## src/rtl/alu8_pkg.sv

```systemverilog
package alu8_pkg;

  localparam int OP_W = 5;
  localparam int SR_W = 8;

  typedef enum logic [OP_W-1:0] {
    OP_ADD  = 5'd0,  OP_ADC  = 5'd1,  OP_SUB  = 5'd2,  OP_SBC  = 5'd3,
    OP_CP   = 5'd4,  OP_CPC  = 5'd5,  OP_CPI  = 5'd6,  OP_INC  = 5'd7,
    OP_DEC  = 5'd8,  OP_NEG  = 5'd9,  OP_AND  = 5'd10, OP_OR   = 5'd11,
    OP_XOR  = 5'd12, OP_COM  = 5'd13, OP_CBR  = 5'd14, OP_LSL  = 5'd15,
    OP_LSR  = 5'd16, OP_ASR  = 5'd17, OP_ROL  = 5'd18, OP_ROR  = 5'd19,
    OP_BSET = 5'd20, OP_BCLR = 5'd21
  } alu_op_e;

  localparam int SR_C = 0;
  localparam int SR_Z = 1;
  localparam int SR_N = 2;
  localparam int SR_V = 3;
  localparam int SR_S = 4;
  localparam int SR_H = 5;
  localparam int SR_T = 6;
  localparam int SR_I = 7;

  localparam logic [SR_W-1:0] MASK_ARITH = 8'b0011_1111;
  localparam logic [SR_W-1:0] MASK_SVNZ  = 8'b0001_1110;
  localparam logic [SR_W-1:0] MASK_SHIFT = 8'b0001_1111;

  function automatic logic op_known(input logic [OP_W-1:0] op);
    return op <= OP_BCLR;
  endfunction

  function automatic logic op_writes(input logic [OP_W-1:0] op);
    return op_known(op) && !(op inside {OP_CP, OP_CPC, OP_CPI, OP_BSET, OP_BCLR});
  endfunction

  function automatic logic [SR_W-1:0] op_flag_mask(input logic [OP_W-1:0] op);
    if (op inside {OP_INC, OP_DEC})      return MASK_SVNZ;
    else if (op <= OP_NEG)               return MASK_ARITH;
    else if (op <= OP_CBR)               return MASK_SVNZ;
    else if (op <= OP_ROR)               return MASK_SHIFT;
    else                                 return '0;
  endfunction

endpackage

```

## src/rtl/alu8_arith.sv

```systemverilog
module alu8_arith
  import alu8_pkg::*;
#(
  parameter int DATA_W = 8
) (
  input  logic [OP_W-1:0]   op_i,
  input  logic [DATA_W-1:0] a_i,
  input  logic [DATA_W-1:0] b_i,
  input  logic [DATA_W-1:0] imm_i,
  input  logic              c_i,
  input  logic              z_i,
  output logic [DATA_W-1:0] res_o,
  output logic [SR_W-1:0]   flags_o
);
  localparam int MSB = DATA_W - 1;
  localparam int HB  = DATA_W / 2 - 1;

  logic [DATA_W-1:0] x, y, r;
  logic              cin, is_sub, chain;
  logic [DATA_W:0]   ext;
  logic              h, v, n, z;

  always_comb begin
    x      = a_i;
    y      = b_i;
    cin    = 1'b0;
    is_sub = 1'b0;
    chain  = 1'b0;
    case (op_i)
      OP_ADC:  cin = c_i;
      OP_SUB,
      OP_CP:   is_sub = 1'b1;
      OP_SBC,
      OP_CPC:  begin is_sub = 1'b1; cin = c_i; chain = 1'b1; end
      OP_CPI:  begin is_sub = 1'b1; y = imm_i; end
      OP_INC:  y = DATA_W'(1);
      OP_DEC:  begin is_sub = 1'b1; y = DATA_W'(1); end
      OP_NEG:  begin is_sub = 1'b1; x = '0; y = a_i; end
      default: ;
    endcase
  end

  always_comb begin
    if (is_sub) ext = {1'b0, x} - {1'b0, y} - {{DATA_W{1'b0}}, cin};
    else        ext = {1'b0, x} + {1'b0, y} + {{DATA_W{1'b0}}, cin};
    r = ext[MSB:0];
    if (is_sub) begin
      h = (~x[HB] & y[HB]) | (y[HB] & r[HB]) | (r[HB] & ~x[HB]);
      v = (x[MSB] & ~y[MSB] & ~r[MSB]) | (~x[MSB] & y[MSB] & r[MSB]);
    end else begin
      h = (x[HB] & y[HB]) | (y[HB] & ~r[HB]) | (~r[HB] & x[HB]);
      v = (x[MSB] & y[MSB] & ~r[MSB]) | (~x[MSB] & ~y[MSB] & r[MSB]);
    end
    n = r[MSB];
    // chained borrow ops may only clear Z
    z = (r == '0) && (!chain || z_i);
    flags_o         = '0;
    flags_o[SR_C]   = ext[DATA_W];
    flags_o[SR_Z]   = z;
    flags_o[SR_N]   = n;
    flags_o[SR_V]   = v;
    flags_o[SR_S]   = n ^ v;
    flags_o[SR_H]   = h;
    res_o           = r;
  end

endmodule

```

## src/rtl/alu8_logic.sv

```systemverilog
module alu8_logic
  import alu8_pkg::*;
#(
  parameter int DATA_W = 8
) (
  input  logic [OP_W-1:0]   op_i,
  input  logic [DATA_W-1:0] a_i,
  input  logic [DATA_W-1:0] b_i,
  input  logic [DATA_W-1:0] imm_i,
  output logic [DATA_W-1:0] res_o,
  output logic [SR_W-1:0]   flags_o
);
  localparam int MSB = DATA_W - 1;

  logic [DATA_W-1:0] r;

  always_comb begin
    case (op_i)
      OP_AND:  r = a_i & b_i;
      OP_OR:   r = a_i | b_i;
      OP_XOR:  r = a_i ^ b_i;
      OP_COM:  r = ~a_i;
      OP_CBR:  r = a_i & ~imm_i;
      default: r = '0;
    endcase
    flags_o       = '0;
    flags_o[SR_Z] = (r == '0);
    flags_o[SR_N] = r[MSB];
    flags_o[SR_V] = 1'b0;
    flags_o[SR_S] = r[MSB];
    res_o         = r;
  end

endmodule

```

## src/rtl/alu8_shift.sv

```systemverilog
module alu8_shift
  import alu8_pkg::*;
#(
  parameter int DATA_W = 8
) (
  input  logic [OP_W-1:0]   op_i,
  input  logic [DATA_W-1:0] a_i,
  input  logic              c_i,
  output logic [DATA_W-1:0] res_o,
  output logic [SR_W-1:0]   flags_o
);
  localparam int MSB = DATA_W - 1;

  logic [DATA_W-1:0] r;
  logic              c, n, v;

  always_comb begin
    case (op_i)
      OP_LSL:  {c, r} = {a_i, 1'b0};
      OP_LSR:  {r, c} = {1'b0, a_i};
      OP_ASR:  {r, c} = {a_i[MSB], a_i};
      OP_ROL:  {c, r} = {a_i, c_i};
      OP_ROR:  {r, c} = {c_i, a_i};
      default: {c, r} = '0;
    endcase
    n             = r[MSB];
    v             = n ^ c;
    flags_o       = '0;
    flags_o[SR_C] = c;
    flags_o[SR_Z] = (r == '0);
    flags_o[SR_N] = n;
    flags_o[SR_V] = v;
    flags_o[SR_S] = n ^ v;
    res_o         = r;
  end

endmodule

```

## src/rtl/alu8_core.sv

```systemverilog
module alu8_core
  import alu8_pkg::*;
#(
  parameter int DATA_W = 8
) (
  input  logic              clk_i,
  input  logic              rst_ni,
  input  logic              valid_i,
  input  logic [4:0]        op_i,
  input  logic [DATA_W-1:0] a_i,
  input  logic [DATA_W-1:0] b_i,
  input  logic [DATA_W-1:0] imm_i,
  output logic [DATA_W-1:0] res_o,
  output logic              wb_o,
  output logic [SR_W-1:0]   sreg_o
);
  localparam int IDX_W = $clog2(SR_W);

  logic [DATA_W-1:0] ar_res, lg_res, sh_res, sel_res;
  logic [SR_W-1:0]   ar_flg, lg_flg, sh_flg, sel_flg;
  logic [SR_W-1:0]   mask, sreg_nxt, bit_sel;
  logic [DATA_W-1:0] res_q;
  logic [SR_W-1:0]   sreg_q;
  logic              wb_q, take;

  alu8_arith #(.DATA_W(DATA_W)) u_arith (
    .op_i(op_i), .a_i(a_i), .b_i(b_i), .imm_i(imm_i),
    .c_i(sreg_q[SR_C]), .z_i(sreg_q[SR_Z]),
    .res_o(ar_res), .flags_o(ar_flg)
  );

  alu8_logic #(.DATA_W(DATA_W)) u_logic (
    .op_i(op_i), .a_i(a_i), .b_i(b_i), .imm_i(imm_i),
    .res_o(lg_res), .flags_o(lg_flg)
  );

  alu8_shift #(.DATA_W(DATA_W)) u_shift (
    .op_i(op_i), .a_i(a_i), .c_i(sreg_q[SR_C]),
    .res_o(sh_res), .flags_o(sh_flg)
  );

  always_comb begin
    if (op_i <= OP_NEG)      begin sel_res = ar_res; sel_flg = ar_flg; end
    else if (op_i <= OP_CBR) begin sel_res = lg_res; sel_flg = lg_flg; end
    else                     begin sel_res = sh_res; sel_flg = sh_flg; end
    mask    = op_flag_mask(op_i);
    bit_sel = SR_W'(1) << imm_i[IDX_W-1:0];
    case (op_i)
      OP_BSET: sreg_nxt = sreg_q | bit_sel;
      OP_BCLR: sreg_nxt = sreg_q & ~bit_sel;
      default: sreg_nxt = (sreg_q & ~mask) | (sel_flg & mask);
    endcase
    take = valid_i && op_known(op_i);
  end

  always_ff @(posedge clk_i or negedge rst_ni) begin
    if (!rst_ni) begin
      res_q  <= '0;
      wb_q   <= 1'b0;
      sreg_q <= '0;
    end else begin
      wb_q <= take && op_writes(op_i);
      if (take) begin
        sreg_q <= sreg_nxt;
        if (op_writes(op_i)) res_q <= sel_res;
      end
    end
  end

  assign res_o  = res_q;
  assign wb_o   = wb_q;
  assign sreg_o = sreg_q;

  assert_idle_hold_R2: assert property (@(posedge clk_i) disable iff (!rst_ni)
    !valid_i |=> !wb_o && $stable(sreg_o) && $stable(res_o));

  assert_cmp_no_wb_R4: assert property (@(posedge clk_i) disable iff (!rst_ni)
    valid_i && (op_i inside {OP_CP, OP_CPC, OP_CPI}) |=> !wb_o && $stable(res_o));

  assert_z_sticky_R5: assert property (@(posedge clk_i) disable iff (!rst_ni)
    valid_i && (op_i inside {OP_SBC, OP_CPC}) && !sreg_o[SR_Z] |=> !sreg_o[SR_Z]);

  assert_carry_kept_R6: assert property (@(posedge clk_i) disable iff (!rst_ni)
    valid_i && (op_i inside {OP_INC, OP_DEC})
    |=> sreg_o[SR_C] == $past(sreg_o[SR_C]) && sreg_o[SR_H] == $past(sreg_o[SR_H]));

  assert_v_clear_R7: assert property (@(posedge clk_i) disable iff (!rst_ni)
    valid_i && (op_i inside {OP_AND, OP_OR, OP_XOR, OP_COM, OP_CBR}) |=> !sreg_o[SR_V]);

  assert_shift_sign_R9: assert property (@(posedge clk_i) disable iff (!rst_ni)
    valid_i && (op_i inside {OP_LSL, OP_LSR, OP_ASR, OP_ROL, OP_ROR})
    |=> sreg_o[SR_S] == (sreg_o[SR_N] ^ sreg_o[SR_V]) && sreg_o[SR_V] == (sreg_o[SR_N] ^ sreg_o[SR_C]));

  assert_single_bit_R11: assert property (@(posedge clk_i) disable iff (!rst_ni)
    valid_i && (op_i inside {OP_BSET, OP_BCLR}) |=> !wb_o && $countones(sreg_o ^ $past(sreg_o)) <= 1);

  assert_unused_R12: assert property (@(posedge clk_i) disable iff (!rst_ni)
    valid_i && op_i > OP_BCLR |=> !wb_o && $stable(sreg_o) && $stable(res_o));

  assert_it_guard_R13: assert property (@(posedge clk_i) disable iff (!rst_ni)
    !(valid_i && (op_i inside {OP_BSET, OP_BCLR})) |=> $stable(sreg_o[SR_I:SR_T]));

endmodule

```

## config.mk

```make
export PLATFORM = sky130hd
export DESIGN_NAME = alu8_core
export DESIGN_NICKNAME = d
export VERILOG_FILES = /design/src/rtl/alu8_pkg.sv /design/src/rtl/alu8_arith.sv /design/src/rtl/alu8_logic.sv /design/src/rtl/alu8_shift.sv /design/src/rtl/alu8_core.sv
export SDC_FILE = /design/constraint.sdc
export NUM_CORES = 1
export LEC_CHECK = 0
export ABC_AREA = 1
export ABC_CLOCK_PERIOD_IN_PS = 3600
export BUFFER_PORTS_ARGS = -buffer_cell sky130_fd_sc_hd__buf_2
export CAP_MARGIN = 15
export CORE_MARGIN = 5
export CORE_UTILIZATION = 40
export CTS_BUF_LIST = sky130_fd_sc_hd__clkbuf_4 sky130_fd_sc_hd__clkbuf_8
export DETAILED_ROUTE_END_ITERATION = 8
export PLACE_DENSITY = 0.65
export SLEW_MARGIN = 20
export SYNTH_ARGS = -nofsm -noshare
export SYNTH_HDL_FRONTEND = slang
export SYNTH_SLANG_ARGS = --single-unit
export TNS_END_PERCENT = 10
```

## constraint.sdc

```tcl
create_clock -name clk_i -period 3.6 [get_ports clk_i]
set_clock_uncertainty 0.05 [all_clocks]
set_input_delay 0.18 -clock clk_i [delete_from_list [all_inputs] [get_ports clk_i]]
set_output_delay 0.18 -clock clk_i [all_outputs]
set_load 0.03 [all_outputs]
```

# Word-level counts from Yosys, hierarchy flattened
# Cells that the tools add are included.
word_totals:
  reg_bits: 17
  latch_bits: 0
  mem_bits_rw: 0
  mem_bits_ro: 0
  input_bits: 32
  output_inout_bits: 17
  wordCells: 113
  n_memories: 0
classes:
  add_sub_neg: 4
  multipliers: 0
  n_div: 0
  magnitude_cmp: 4
  n_eq_ne: 21
  shift: 1
  n_mux: 20
  n_bitwise: 41
  n_reduce_logical: 19
op_table:
  columns: ["operator", "n"]
  rows:
  - ["$pmux 8 s5", 2]
  - ["$and 8x8->8", 5]
  - ["$eq 5x4->1 const B", 8]
  - ["$not 8->8", 4]
  - ["$eq 5x5->1 const B", 6]
  - ["$logic_not 8->1", 3]
  - ["$mux 8", 3]
  - ["$or 8x8->8", 3]
  - ["$pmux 8 s3", 1]
  - ["$eq 5x3->1 const B", 4]
  - ["$mux 6", 3]
  - ["$pmux 8 s2", 1]
  - ["$mux 5", 3]
  - ["$and 1x1->1", 14]
  - ["$eq 5x2->1 const B", 2]
  - ["$le 5x4->1 const B", 2]
  - ["$le 5x5->1 const B", 2]
  - ["$add 8x8->9", 1]
  - ["$add 9x1->9", 1]
  - ["$mux 9", 1]
  - ["$sub 8x8->9", 1]
  - ["$sub 9x1->9", 1]
  - ["$shl 1x3->8 const A", 1]
  - ["$xor 8x8->8", 1]
  - ["other kinds (15)", 37]

# Depth between registers and ports, before layout
depth:
  ltp_word: 15
  ltp_mapped: 25

# By module
# A second synthesis with hierarchy kept.
unflattened:
  cells_unflattened: 681
  area_unflattened_um2: 3913.8
by_module_without_submodules:
  columns: ["mod", "n_inst", "cells_each", "area_per_inst_um2", "seq_area_each_um2"]
  rows:
  - ["alu8_arith", 1, 258, 1468.9, 0.0]
  - ["alu8_core", 1, 207, 1336.3, 425.4]
  - ["alu8_logic", 1, 157, 800.8, 0.0]
  - ["alu8_shift", 1, 59, 307.8, 0.0]

# Worst setup path after synthesis
# No wires, ideal clock.
synth_path:
  kind: "input-to-reg"
  startpoint: "input port op_i[0]"
  endpoint: "register with a tool-made name"
  setup_ns: 0.071
  arrival_time_ns: 3.112
  t_required_ns: 3.479
  setup_slack_ns: 0.366
  path_stages: 20
  path_buffers: 1
  path_cell_list: "buf_4 > inv_1 > nand2_1 > inv_1 > o21ai_0 > nand2_1 > nor2_1 > nor4_1 > inv_1 > fa_1 > fa_1 > a21oi_1 > o21ai_0 > o21ai_0 > a21oi_1 > nor3_1 > nand4_1 > nand2_1 > a21oi_1 > nor2_1"
synth_lines:
  columns: ["item", "line_no", "text"]
  rows:
  - ["from (decl)", "alu8_core.sv:9", "input logic [4:0] op_i,"]

==> flow_results.org <==
** Status
- The flow ran to the end, and the final reports show no timing, DRC or antenna violations.

** STA
- Headroom to the max-slew limit came out at 0.681.
- Min cycle time layout :: ~3.3 ns
- Final setup violation count :: 0
- For the pin with the worst max-slew slack, the measured transition is ~0.48 ns.
- Across all setup checks in the final design, the least slack found is 0.321 ns.
- For the final routed database, the setup TNS stands at 0 ns.
- The final hold violation count came to 0.
- Setup repair after global routing left no endpoint under its margin.
- Count of final max-slew check failures :: 0
- Static timing analysis puts the maximum clock frequency at between 300 and 400 MHz.
- In the finished design, the share of the clock period the worst path needs comes to 0.911.
- Hold timing on the final database bottoms out at a slack of 0.219 ns.

** Placement
- Dpl hpwl :: 8450 µm
- Pre-CTS setup slack :: 0.0704 ns
- In this run the tool buffered the top-level ports with between 40 and 50 buffer cells.
- Last weighted congestion value of the routability-driven placer :: 1.03
- Dpl cells :: between 600 and 700

** Synthesis
- Sequential element share of the synthesized area :: 0.140
- Primary FF master, synth :: sky130_fd_sc_hd__dfrtp_1
- In this run, distinct cell masters in the synthesized netlist total 41.
- Count of state elements after synthesis :: 17
- Post-Synthesis Cell Area :: roughly 0.0030 mm²
- Asr flop ratio synth :: 1.00
- Synthesis warning total :: 0
- Yosys mapped a number of flops with a built-in enable equal to 0.
- Each instance of the synthesized netlist takes up on average 6.17 µm².
- When the netlist entered floorplanning its net count stood at 557.
- Counting every instance in the synthesized netlist gives 491.

** Floorplanning
- Effective utilization at floorplan :: 0.413
- The die is between 90 and 100 µm wide.
- The die is 97.0 µm tall.
- The floorplan step defined a die boundary enclosing 0.00941 mm².
- In this run the count of I/O pins placed on the die edge is 49.
- After floorplanning, the core was sized to cover about 0.0073 mm².
- The initialized floorplan defines 31 standard-cell rows.

** Global routing
- GRT overflow :: 0
- M3 GR Usage :: 0.0309
- The global routing stage identified its most utilized layer as met2.
- In the global route stage, overall resource usage came out at 0.210.
- The initial antenna violation count came to 0.
- The first global-routing pass estimated around 16000 µm of wire.
- Met1 usage in global routing :: 0.294
- Global routing met2 resource utilization :: 0.332
- Pin count of the biggest net entering global routing :: 18
- The number of global-route vias before repair came to 3320.

** Finish
- From synthesis to final layout, the design area changed by 13.6%.
- After the last flow step, the layout net total stands at 607.
- Of the cells placed in the final design, the portion with a size suffix greater than 1 is 0.176.
- Leaving out filler cells and counting taps, the final layout contains 639.
- Utilization after layout :: 0.469
- Antenna fix cells :: 0

** Worst setup path
- WS Path Type :: in2reg
- WP data arrival :: between 3 and 4 ns
- Data on the critical path is required at its endpoint by 3.69 ns.
- Endpoint class of the critical path :: flop
- The worst setup path is launched from an input port.
- Along the worst path, the maximum fanout reaches 10.
- Setup crit start :: op_i[0]

** Routing
- Using the TritonRoute via totals, the vias-per-cell ratio works out to 5.42.
- The first detailed-routing pass ran for 5 iterations.
- In the final routed layout, each cell accounts on average for 15.6 µm.
- Summed over all layers, the routed wires come to roughly 10000 µm.
- Via count :: 3463
- Final antenna-violating net count :: 0
- In the routed design, unresolved DRC markers number 0.
- Number of DRC violations after detailed-routing iteration 0 :: 245

** Clock network
- TritonCTS Buffers :: 3
- Sinks on Clock Net :: 17
- In this run the deepest clock path goes through 2 buffers.
- The root buffer cell chosen for the clock tree is sky130_fd_sc_hd__clkbuf_8.
- Post-CTS clock slew at the launch and capture registers of the worst setup and hold paths :: 0.07 ns
- The clock reaches the later pin of the worst-skew pair after 0.25 ns.
- TritonCTS clock tree :: built
- H-tree depth :: 1

** Power and ir drop
- Leakage power summed over all cells :: 1.84 nW
- The worst-case IR drop observed on VDD is 0.000113 V.
- Power density of the placed cells :: 296 mW/mm²

** Min path
- The worst hold path begins at op_i[0].
- Classification of the worst-slack hold path :: in2reg

** Flow run
- Max Cap Violations :: 0
cell families (layout without fill, tap and decap cells):
family,count (synthesis),in the layout,share of synthesized area
compound gates,114,114,0.233
xor+xnor,2,2,0.00579
flops,17,17,0.140
simple gates,223,223,0.336
buf+inv,101,150,0.134
fa+ha+maj,34,34,0.150
worst paths after layout:
kind	to	slack [ns]	cells past startpoint
max	flop	0.32	22
min	sreg_o[6]	0.22	2
max reg2reg	flop	0.58	15
min reg2reg	res_o[2]	0.43	2
max in group asynchronous	async pin	2.91	2
min in group asynchronous	res_o[1]	0.32	2
cell usage after synthesis, drive strengths merged, types with 5 or more instances:
| master | count | share of area |
|---|---|---|
| nand3 | 32 | 0.065 |
| nand2 | 102 | 0.13 |
| a31oi | 5 | 0.010 |
| buf | 9 | 0.020 |
| dfrtp | 17 | 0.14 |
| o221ai | 5 | 0.014 |
| o211ai | 13 | 0.032 |
| nand4 | 6 | 0.012 |
| o22ai | 11 | 0.023 |
| o21ai | 34 | 0.059 |
| ha | 30 | 0.12 |
| inv | 89 | 0.11 |
| nor3 | 14 | 0.029 |
| a22oi | 5 | 0.017 |
| a21oi | 31 | 0.051 |
| nor2 | 61 | 0.080 |
cell type report:
type                    instances  area, µm²
multi-input cells             373       2210
clock inverters                 1       5.00
inverters                      91        343
well taps                      99        124
fillers                       773       3890
clock buffers                   3       41.3
repair buffers                 55        295
flip-flops and latches         17        425
power by group:
part	internal [mW]	total, mW	switching [mW]
sequential	0.228	0.254	0.0261
clock	0.0768	0.141	0.0644
combinational	0.204	0.622	0.419
critical path, cell delays in order:
cell and delay [ns]:
sky130_fd_sc_hd__buf_2 0.20, sky130_fd_sc_hd__inv_1 0.09, sky130_fd_sc_hd__nand2_1 0.13, sky130_fd_sc_hd__inv_1 0.10, sky130_fd_sc_hd__nand2_1 0.15, sky130_fd_sc_hd__inv_1 0.16
sky130_fd_sc_hd__nand2_1 0.09, sky130_fd_sc_hd__o221ai_1 0.14, sky130_fd_sc_hd__ha_1 0.38, sky130_fd_sc_hd__inv_1 0.11, sky130_fd_sc_hd__ha_1 0.36, sky130_fd_sc_hd__a21oi_1 0.21
sky130_fd_sc_hd__nor2_1 0.06, sky130_fd_sc_hd__nor2_1 0.10, sky130_fd_sc_hd__nand2_1 0.07, sky130_fd_sc_hd__nand2_1 0.08, sky130_fd_sc_hd__nand2_1 0.05, sky130_fd_sc_hd__a21oi_1 0.21
sky130_fd_sc_hd__nor2_1 0.07, sky130_fd_sc_hd__o21a_1 0.18, sky130_fd_sc_hd__o21ai_0 0.17, sky130_fd_sc_hd__a21oi_1 0.09
cells in the final DEF, fill, tap and decap left out, types with 2 or more instances in the layout:
cell / n
sky130_fd_sc_hd__a211oi_1: 4
sky130_fd_sc_hd__a21oi_1: 30
sky130_fd_sc_hd__a22oi_1: 4
sky130_fd_sc_hd__a31oi_1: 5
sky130_fd_sc_hd__buf_2: 48
sky130_fd_sc_hd__buf_4: 6
sky130_fd_sc_hd__clkbuf_8: 3
sky130_fd_sc_hd__clkinv_2: 2
sky130_fd_sc_hd__dfrtp_1: 17
sky130_fd_sc_hd__fa_1: 4
sky130_fd_sc_hd__ha_1: 30
sky130_fd_sc_hd__inv_1: 81
sky130_fd_sc_hd__inv_2: 8
sky130_fd_sc_hd__nand2_1: 96
sky130_fd_sc_hd__nand2_2: 5
sky130_fd_sc_hd__nand3_1: 26
sky130_fd_sc_hd__nand3_2: 5
sky130_fd_sc_hd__nand4_1: 6
sky130_fd_sc_hd__nor2_1: 56
sky130_fd_sc_hd__nor2_2: 5
sky130_fd_sc_hd__nor3_1: 12
sky130_fd_sc_hd__nor4_1: 3
sky130_fd_sc_hd__o2111ai_1: 2
sky130_fd_sc_hd__o211ai_1: 13
sky130_fd_sc_hd__o21a_1: 2
sky130_fd_sc_hd__o21ai_0: 29
sky130_fd_sc_hd__o21ai_1: 3
sky130_fd_sc_hd__o21ai_2: 2
sky130_fd_sc_hd__o221ai_1: 4
sky130_fd_sc_hd__o22ai_1: 11
sky130_fd_sc_hd__or2_2: 4
sky130_fd_sc_hd__xor2_1: 2
metal layers:
metal  vias to the layer above  part of all wire
met4                         0             0.027
li1                       1741                 -
met3                        23             0.082
met2                       142              0.43
met5                         -                 0
met1                      1557              0.46
metrics by stage:
stage / total power, mW / cell area, µm²
after global placement: 0.863 / 3370
after floorplan: 0.698 / 3030
after CTS: 1.02 / 3430
after detailed placement: 0.871 / 3370
after global routing: 1.11 / 3440
final: 1.02 / 3440
repair_timing:
action                                 CTS  global route
endpoints found under the hold margin   17             0
buffers inserted                         0             0
hold buffers                             1             0
gates resized for setup                  0             2
setup endpoints to repair                0             2
Power figures use the tool's default switching activity.
